===== config.mk =====
export PLATFORM = sky130hd
export DESIGN_NAME = tscan_top
export DESIGN_NICKNAME = d
export VERILOG_FILES = /design/src/rtl/tscan_pkg.sv /design/src/rtl/tscan_ctrl.sv /design/src/rtl/tscan_datapath.sv /design/src/rtl/tscan_top.sv
export SDC_FILE = /design/constraint.sdc
export NUM_CORES = 1
export LEC_CHECK = 0
export BUFFER_PORTS_ARGS = -buffer_cell sky130_fd_sc_hd__buf_2
export CAP_MARGIN = 30
export CORE_ASPECT_RATIO = 0.8
export CORE_UTILIZATION = 30
export DETAILED_ROUTE_END_ITERATION = 6
export MAX_ROUTING_LAYER = met4
export SLEW_MARGIN = 20
export SYNTH_ARGS = -nofsm -noshare
export SYNTH_HDL_FRONTEND = slang
export SYNTH_SLANG_ARGS = --single-unit

===== constraint.sdc =====
create_clock -name clk -period 2.6 [get_ports clk]
set_input_delay 0.13 -clock clk [delete_from_list [all_inputs] [get_ports clk]]
set_output_delay 0.13 -clock clk [all_outputs]
set_load 0.03 [all_outputs]

===== src/rtl/tscan_pkg.sv =====
package tscan_pkg;

  typedef enum logic [2:0] {
    PH_IDLE,
    PH_GAP_EMIT,
    PH_EMIT,
    PH_GAP_RECV,
    PH_RECV,
    PH_OUT
  } scanPhase_e;

  typedef struct packed {
    logic capture;   // latch data bus at end of receive window
    logic advance;   // step to next emitter after handshake
    logic emitOn;    // emitting board enabled, transmit role
    logic recvOn;    // receiving board enabled, receive role
  } seqStrobe_t;

endpackage


===== src/rtl/tscan_ctrl.sv =====
module tscan_ctrl
  import tscan_pkg::*;
#(
  parameter int SETTLE_CYCLES = 550
) (
  input  logic       clk,
  input  logic       rst,
  input  logic       runEn,
  input  logic       resReady,
  input  logic       lastStep,
  output seqStrobe_t strobe,
  output logic       resValid
);

  localparam int CNT_W = $clog2(SETTLE_CYCLES + 1);
  localparam logic [CNT_W-1:0] CNT_LAST = CNT_W'(SETTLE_CYCLES - 1);

  scanPhase_e phase;
  logic [CNT_W-1:0] settleCnt;
  logic cntDone;
  logic timedPhase;

  assign cntDone    = (settleCnt == CNT_LAST);
  assign timedPhase = (phase == PH_GAP_EMIT) || (phase == PH_EMIT) ||
                      (phase == PH_GAP_RECV) || (phase == PH_RECV);

  always_ff @(posedge clk) begin
    if (rst) begin
      phase     <= PH_IDLE;
      settleCnt <= '0;
    end else begin
      if (timedPhase) begin
        if (cntDone) settleCnt <= '0;
        else         settleCnt <= settleCnt + 1'b1;
      end
      case (phase)
        PH_IDLE:     if (runEn) phase <= PH_GAP_EMIT;
        PH_GAP_EMIT: if (cntDone) phase <= PH_EMIT;
        PH_EMIT:     if (cntDone) phase <= PH_GAP_RECV;
        PH_GAP_RECV: if (cntDone) phase <= PH_RECV;
        PH_RECV:     if (cntDone) phase <= PH_OUT;
        PH_OUT: begin
          if (resReady) begin
            if (lastStep && !runEn) phase <= PH_IDLE;
            else                    phase <= PH_GAP_EMIT;
          end
        end
        default:     phase <= PH_IDLE;
      endcase
    end
  end

  always_comb begin
    strobe.capture = (phase == PH_RECV) && cntDone;
    strobe.advance = (phase == PH_OUT) && resReady;
    strobe.emitOn  = (phase == PH_EMIT);
    strobe.recvOn  = (phase == PH_RECV);
  end

  assign resValid = (phase == PH_OUT);

endmodule


===== src/rtl/tscan_datapath.sv =====
module tscan_datapath
  import tscan_pkg::*;
#(
  parameter int NUM_BOARDS   = 14,
  parameter int TX_PER_BOARD = 8,
  parameter int DATA_W       = 8
) (
  input  logic                  clk,
  input  logic                  rst,
  input  seqStrobe_t            strobe,
  input  logic [DATA_W-1:0]     dataIn,
  output logic [NUM_BOARDS-1:0] boardEn,
  output logic [$clog2(TX_PER_BOARD)-1:0] txId,
  output logic                  roleRecv,
  output logic                  lastStep,
  output logic [$clog2(NUM_BOARDS+1)-1:0] resBoard,
  output logic [$clog2(TX_PER_BOARD)-1:0] resTx,
  output logic [DATA_W-1:0]     resData,
  output logic                  resHit
);

  localparam int IDX_W = $clog2(NUM_BOARDS);
  localparam int TX_W  = $clog2(TX_PER_BOARD);
  localparam int NUM_W = $clog2(NUM_BOARDS + 1);
  localparam int HALF  = NUM_BOARDS / 2;
  localparam logic [IDX_W-1:0] BOARD_LAST = IDX_W'(NUM_BOARDS - 1);
  localparam logic [TX_W-1:0]  TX_LAST    = TX_W'(TX_PER_BOARD - 1);

  logic [IDX_W-1:0] boardIdx;
  logic [TX_W-1:0]  txIdx;
  logic [IDX_W:0]   partnerSum;
  logic [IDX_W-1:0] partnerIdx;

  assign lastStep = (boardIdx == BOARD_LAST) && (txIdx == TX_LAST);

  // step counters: emitter inner, board outer
  always_ff @(posedge clk) begin
    if (rst) begin
      boardIdx <= '0;
      txIdx    <= '0;
    end else if (strobe.advance) begin
      if (txIdx == TX_LAST) begin
        txIdx <= '0;
        if (boardIdx == BOARD_LAST) boardIdx <= '0;
        else                        boardIdx <= boardIdx + 1'b1;
      end else begin
        txIdx <= txIdx + 1'b1;
      end
    end
  end

  // receiver sits across the ring from the emitter
  always_comb begin
    partnerSum = {1'b0, boardIdx} + (IDX_W + 1)'(HALF);
    if (partnerSum >= (IDX_W + 1)'(NUM_BOARDS))
      partnerSum = partnerSum - (IDX_W + 1)'(NUM_BOARDS);
    partnerIdx = partnerSum[IDX_W-1:0];
  end

  for (genvar k = 0; k < NUM_BOARDS; k++) begin : g_enable
    assign boardEn[k] = (strobe.emitOn && (boardIdx == IDX_W'(k))) ||
                        (strobe.recvOn && (partnerIdx == IDX_W'(k)));
  end

  assign txId     = txIdx;
  assign roleRecv = strobe.recvOn;

  always_ff @(posedge clk) begin
    if (rst) begin
      resBoard <= '0;
      resTx    <= '0;
      resData  <= '0;
      resHit   <= 1'b0;
    end else if (strobe.capture) begin
      resBoard <= NUM_W'(boardIdx) + 1'b1;
      resTx    <= txIdx;
      resData  <= dataIn;
      resHit   <= |dataIn;
    end
  end

endmodule


===== src/rtl/tscan_top.sv =====
module tscan_top
  import tscan_pkg::*;
#(
  parameter int NUM_BOARDS    = 14,
  parameter int TX_PER_BOARD  = 8,
  parameter int DATA_W        = 8,
  parameter int CLK_MHZ       = 250,
  parameter int SETTLE_NS     = 2200,
  parameter int SETTLE_CYCLES = (SETTLE_NS * CLK_MHZ + 999) / 1000
) (
  input  logic                  clk,
  input  logic                  rst,
  input  logic                  runEn,
  input  logic [DATA_W-1:0]     dataIn,
  output logic [NUM_BOARDS-1:0] boardEn,
  output logic [$clog2(TX_PER_BOARD)-1:0] txId,
  output logic                  roleRecv,
  output logic                  resValid,
  input  logic                  resReady,
  output logic [$clog2(NUM_BOARDS+1)-1:0] resBoard,
  output logic [$clog2(TX_PER_BOARD)-1:0] resTx,
  output logic [DATA_W-1:0]     resData,
  output logic                  resHit
);

  seqStrobe_t strobe;
  logic lastStep;

  tscan_ctrl #(
    .SETTLE_CYCLES(SETTLE_CYCLES)
  ) u_ctrl (
    .clk      (clk),
    .rst      (rst),
    .runEn    (runEn),
    .resReady (resReady),
    .lastStep (lastStep),
    .strobe   (strobe),
    .resValid (resValid)
  );

  tscan_datapath #(
    .NUM_BOARDS   (NUM_BOARDS),
    .TX_PER_BOARD (TX_PER_BOARD),
    .DATA_W       (DATA_W)
  ) u_dp (
    .clk      (clk),
    .rst      (rst),
    .strobe   (strobe),
    .dataIn   (dataIn),
    .boardEn  (boardEn),
    .txId     (txId),
    .roleRecv (roleRecv),
    .lastStep (lastStep),
    .resBoard (resBoard),
    .resTx    (resTx),
    .resData  (resData),
    .resHit   (resHit)
  );

endmodule


==> run_results.csv <==
group,metric,value,unit
run_status,status,"completed",
critical_path,critical_path.top_delay_family,"simple AND/OR/NAND/NOR gates",
sta,fmax,393,MHz
pwr,p_sw_share,33.2,%
critical_path,crit_required,2.47,ns
logic_synthesis,syn_avg_cell_area,8.16,um^2
routing,drt-initial-drc-count,97,
cells_and_area,syn_to_final_growth,29.0,%
routing,dr.pass1.iters,4,
critical_path,critPathBufInv,2,
logic_synthesis,async_reset_ff_share,0,%
pwr,p_per_area,497,mW/mm^2
clocking,htreeDepth,2,
floorplanning,start_util,31.2,%
clocking,cts.sinks,36,
critical_path,worstPathCellList,"inv_4, ha_4, xor2_4, ha_4, or4_4, o211ai_1, a32o_2, buf_6",
placed_design,place_inst,388,
placed_design,portBuffers,46,
logic_synthesis,syn_nets,288,
cells_and_area,multi_input_area,0.00147,mm^2
sta,slew_headroom,61.4,%
sta,setup_viol,0,
floorplanning,pin_count,47,
critical_path,worstSetupEndpointType,"output pin",
critical_path,cpPeakStageDelay,0.50,ns
logic_synthesis,synth.area.mux_share,2.37,%
logic_synthesis,ys_ff_latch,36,
cells_and_area,stdcell_count,402,
min_path,hold_start,"dataIn[4]",
global_route,grt.overflow.total,0,
clocking,clk_pin_slew,0.07,ns
clocking,root_buffer,"clkbuf_8",
clocking,cts_inserted_buffers,5,
pwr,seqPwrFrac,45.9,%
critical_path,critical_path.max_fanout,4,
placed_design,gp_congestion,0.796,
pwr,ir_worst_vdd,0.000291,V
clocking,clkLatencyLatePin,0.28,ns
pwr,leakagePower,0.00124,uW
flow_run,maxCapViolCount,0,
global_route,grt_pass1_wl,9.38,mm
sta,fin_skew,0.0116,ns
critical_path,startpoint_type,"register",
logic_synthesis,ys_warn_count,0,
logic_synthesis,yosysUniqueCellTypes,51,
logic_synthesis,synth-xor-area-share,6.88,%
sta,hold_viol_final,0,
logic_synthesis,synthSimpleGateAreaFrac,27.1,%
critical_path,critPathSlowestCell,"or4_4",
placed_design,preCtsSetupSlack,0.0548,ns
min_path,worstHoldPathType,"input pin to register",
min_path,min_delay_worst_endpoint,"u_dp.resData[4]",
routing,vias,2114,
sta,drv_slew,0,
cells_and_area,n_antenna_cell,0,
routing,post_drt_wl_per_cell,14.0,um
sta,fin_crit,2.54,ns
critical_path,reg2regPathDepth,6,
pwr,p_int,926,uW
global_route,grt_max_degree,29,
cells_and_area,fill_cells,714,
logic_synthesis,yosys_most_used_dff,"dfxtp_1",
routing,ant_nets,0,
routing,routed_wl,5.61,mm
floorplanning,fp.dieH,78.0,um
logic_synthesis,synthAdderAreaFrac,6.36,%
sta,fin_ws,0.0584,ns
logic_synthesis,synth_top_family_by_area,"simple AND/OR/NAND/NOR gates",
floorplanning,die_x,96.9,um
clocking,clockBufferDepth,2,
critical_path,path_common_cell,"ha_4",
critical_path,critPathKind,"register to output pin",
sta,tightestPinTransition,0.578,ns
routing,drc,0,
min_path,hold_depth,3,
critical_path,arrival,2.41,ns
global_route,antenna_found_initial,0,
logic_synthesis,syn-cell-area,0.00216,mm^2
clocking,cts_tree,"yes",
global_route,track_usage,15.6,%
routing,via_per_inst,5.26,
cells_and_area,drive_above_1_share,33.0,%
floorplanning,fp-row-count,27,
pwr,p_switching,461,uW
cells_and_area,seq_area,724,um^2
floorplanning,dieArea,0.00756,mm^2
cells_and_area,final_util,40.3,%
critical_path,regToRegStartpoint,"u_ctrl.settleCnt[0]",
pwr,pwr-share-clk,27.9,%
pwr,combPwrFrac,26.2,%
global_route,grt_pass1_vias,1981,
sta,post-route-period-util,97.8,%
critical_path,r2r_setup_slack,0.52,ns
pwr,power.total,1390,uW
critical_path,crit-reg2reg-capture,"u_ctrl.phase[1]",
logic_synthesis,postSynthCellCount,265,
floorplanning,core_area,0.00693,mm^2
cells_and_area,nets,337,
logic_synthesis,synth_edf_count,0,
logic_synthesis,yosysSeqAreaShare,33.3,%
placed_design,dp_hpwl,3.92,mm
logic_synthesis,synth_compound_area_share,18.3,%
## synth_stat cells (3+ instances only)
master	number	area share, %
xnor2_1	7	2.8
dfxtp_1	36	33
a32o_1	12	5.6
inv_1	9	1.6
nor2_1	29	5.0
nor3b_1	4	1.4
ha_1	11	6.4
mux2i_1	4	1.9
nand3_1	18	4.2
o21ai_0	5	1.2
nor3_1	3	0.69
o22ai_1	3	0.87
nand4_1	8	2.3
xor2_1	10	4.0
nor4_1	3	0.87
a21oi_1	24	5.6
buf_1	3	0.52
nand2_1	25	4.3
clkbuf_1	10	1.7
## worst max-delay path by stage
| stage | start | end | slack [ns] | depth (start not counted) |
|---|---|---|---|---|
| floorplan | u_dp.boardIdx[0] | boardEn[10] | -0.02 | 10 |
| global placement | u_dp.boardIdx[0] | boardEn[13] | 0.16 | 9 |
| detailed placement | u_dp.boardIdx[0] | boardEn[13] | 0.05 | 9 |
| CTS | u_dp.boardIdx[1] | boardEn[8] | 0.0004 | 8 |
| global route | u_dp.boardIdx[1] | boardEn[9] | -0.02 | 8 |
| finish | u_dp.boardIdx[1] | boardEn[9] | 0.06 | 8 |
## worst min-delay path, stage by stage
cell     delay (ns)
buf_2          0.10
nand3_1        0.06
a21oi_1        0.05
## final cells by class
type | instances | share of cell area [%]
tap | 87 | 3.90
clock buffer | 7 | 2.74
timing repair buffer | 60 | 13.1
clock inverter | 1 | 0.314
inverter | 9 | 1.39
multi-input combinational | 202 | 52.6
sequential | 36 | 26.0
## cells in the final DEF, fill, tap and decap left out, types with 2 or more instances in the layout
master,count
buf_2,41
dfxtp_1,33
nor2_1,28
nand2_1,25
a21oi_1,24
nand3_1,18
buf_4,14
a32o_2,12
xor2_1,9
nand4_1,8
ha_1,8
inv_1,6
xnor2_1,5
o21ai_0,5
clkbuf_8,5
buf_6,5
nor3b_1,4
mux2i_1,4
nor4_1,3
ha_4,3
dfxtp_2,3
inv_4,2
and2_1,2
o211ai_1,2
nand2b_1,2
nor2_2,2
nor3_1,2
a21o_1,2
o22ai_1,2
and3_2,2
a31oi_1,2
and3_1,2
clkbuf_1,2
## state kept, by name (all words and copies together) (netlist names)
register and cells:
u_ctrl.settleCnt 10, u_dp.boardIdx 4, u_dp.txId 3, u_dp.resData 8, u_dp.resHit 1, u_ctrl.phase 3, u_dp.resTx 3, u_dp.resBoard 4
## power by group through the flow
stage          combinational [uW]  clock, uW  sequential, uW
6_report                      364        387             637
3_3_place_gp                  358          0             645
4_1_cts                       366        402             636
3_5_place_dp                  362          0             649
5_1_grt                       409        424             644
2_1_floorplan                 338          0             610
## metrics by stage
stage	area, um^2	setup TNS (ns)	hold WS, ns
final	2790	0	0.105
after global routing	2790	-0.0215	0.111
after CTS	2700	0	0.0905
after detailed placement	2550	0	0.406
after global placement	2550	0	0.397
after floorplan	2250	-0.0847	0.278
## logic make-up after synthesis
family / Yosys count
adders and majority gates: 11
AOI/OAI and AO/OA: 58
DFF: 36
muxes: 5
buffers and inverters: 27
and+or+nand+nor: 111
xor gates and xnor gates: 17
## layer usage
layer,track usage (%),part of all wire [%],up-vias
met3,2.16,5.0,4
met2,24.8,47,60
met5,-,0,-
li1,-,-,1062
met4,5.37,1.1,0
met1,20.4,47,988
## repair_timing
action / 4_1_cts / 5_1_grt
resized for setup: 15 / 13
setup buffers: 0 / 6
pin swaps: 2 / 12
setup endpoints to repair: 14 / 14
hold buffers: 0 / 0
Note: power is estimated with default switching activity, not from simulation.
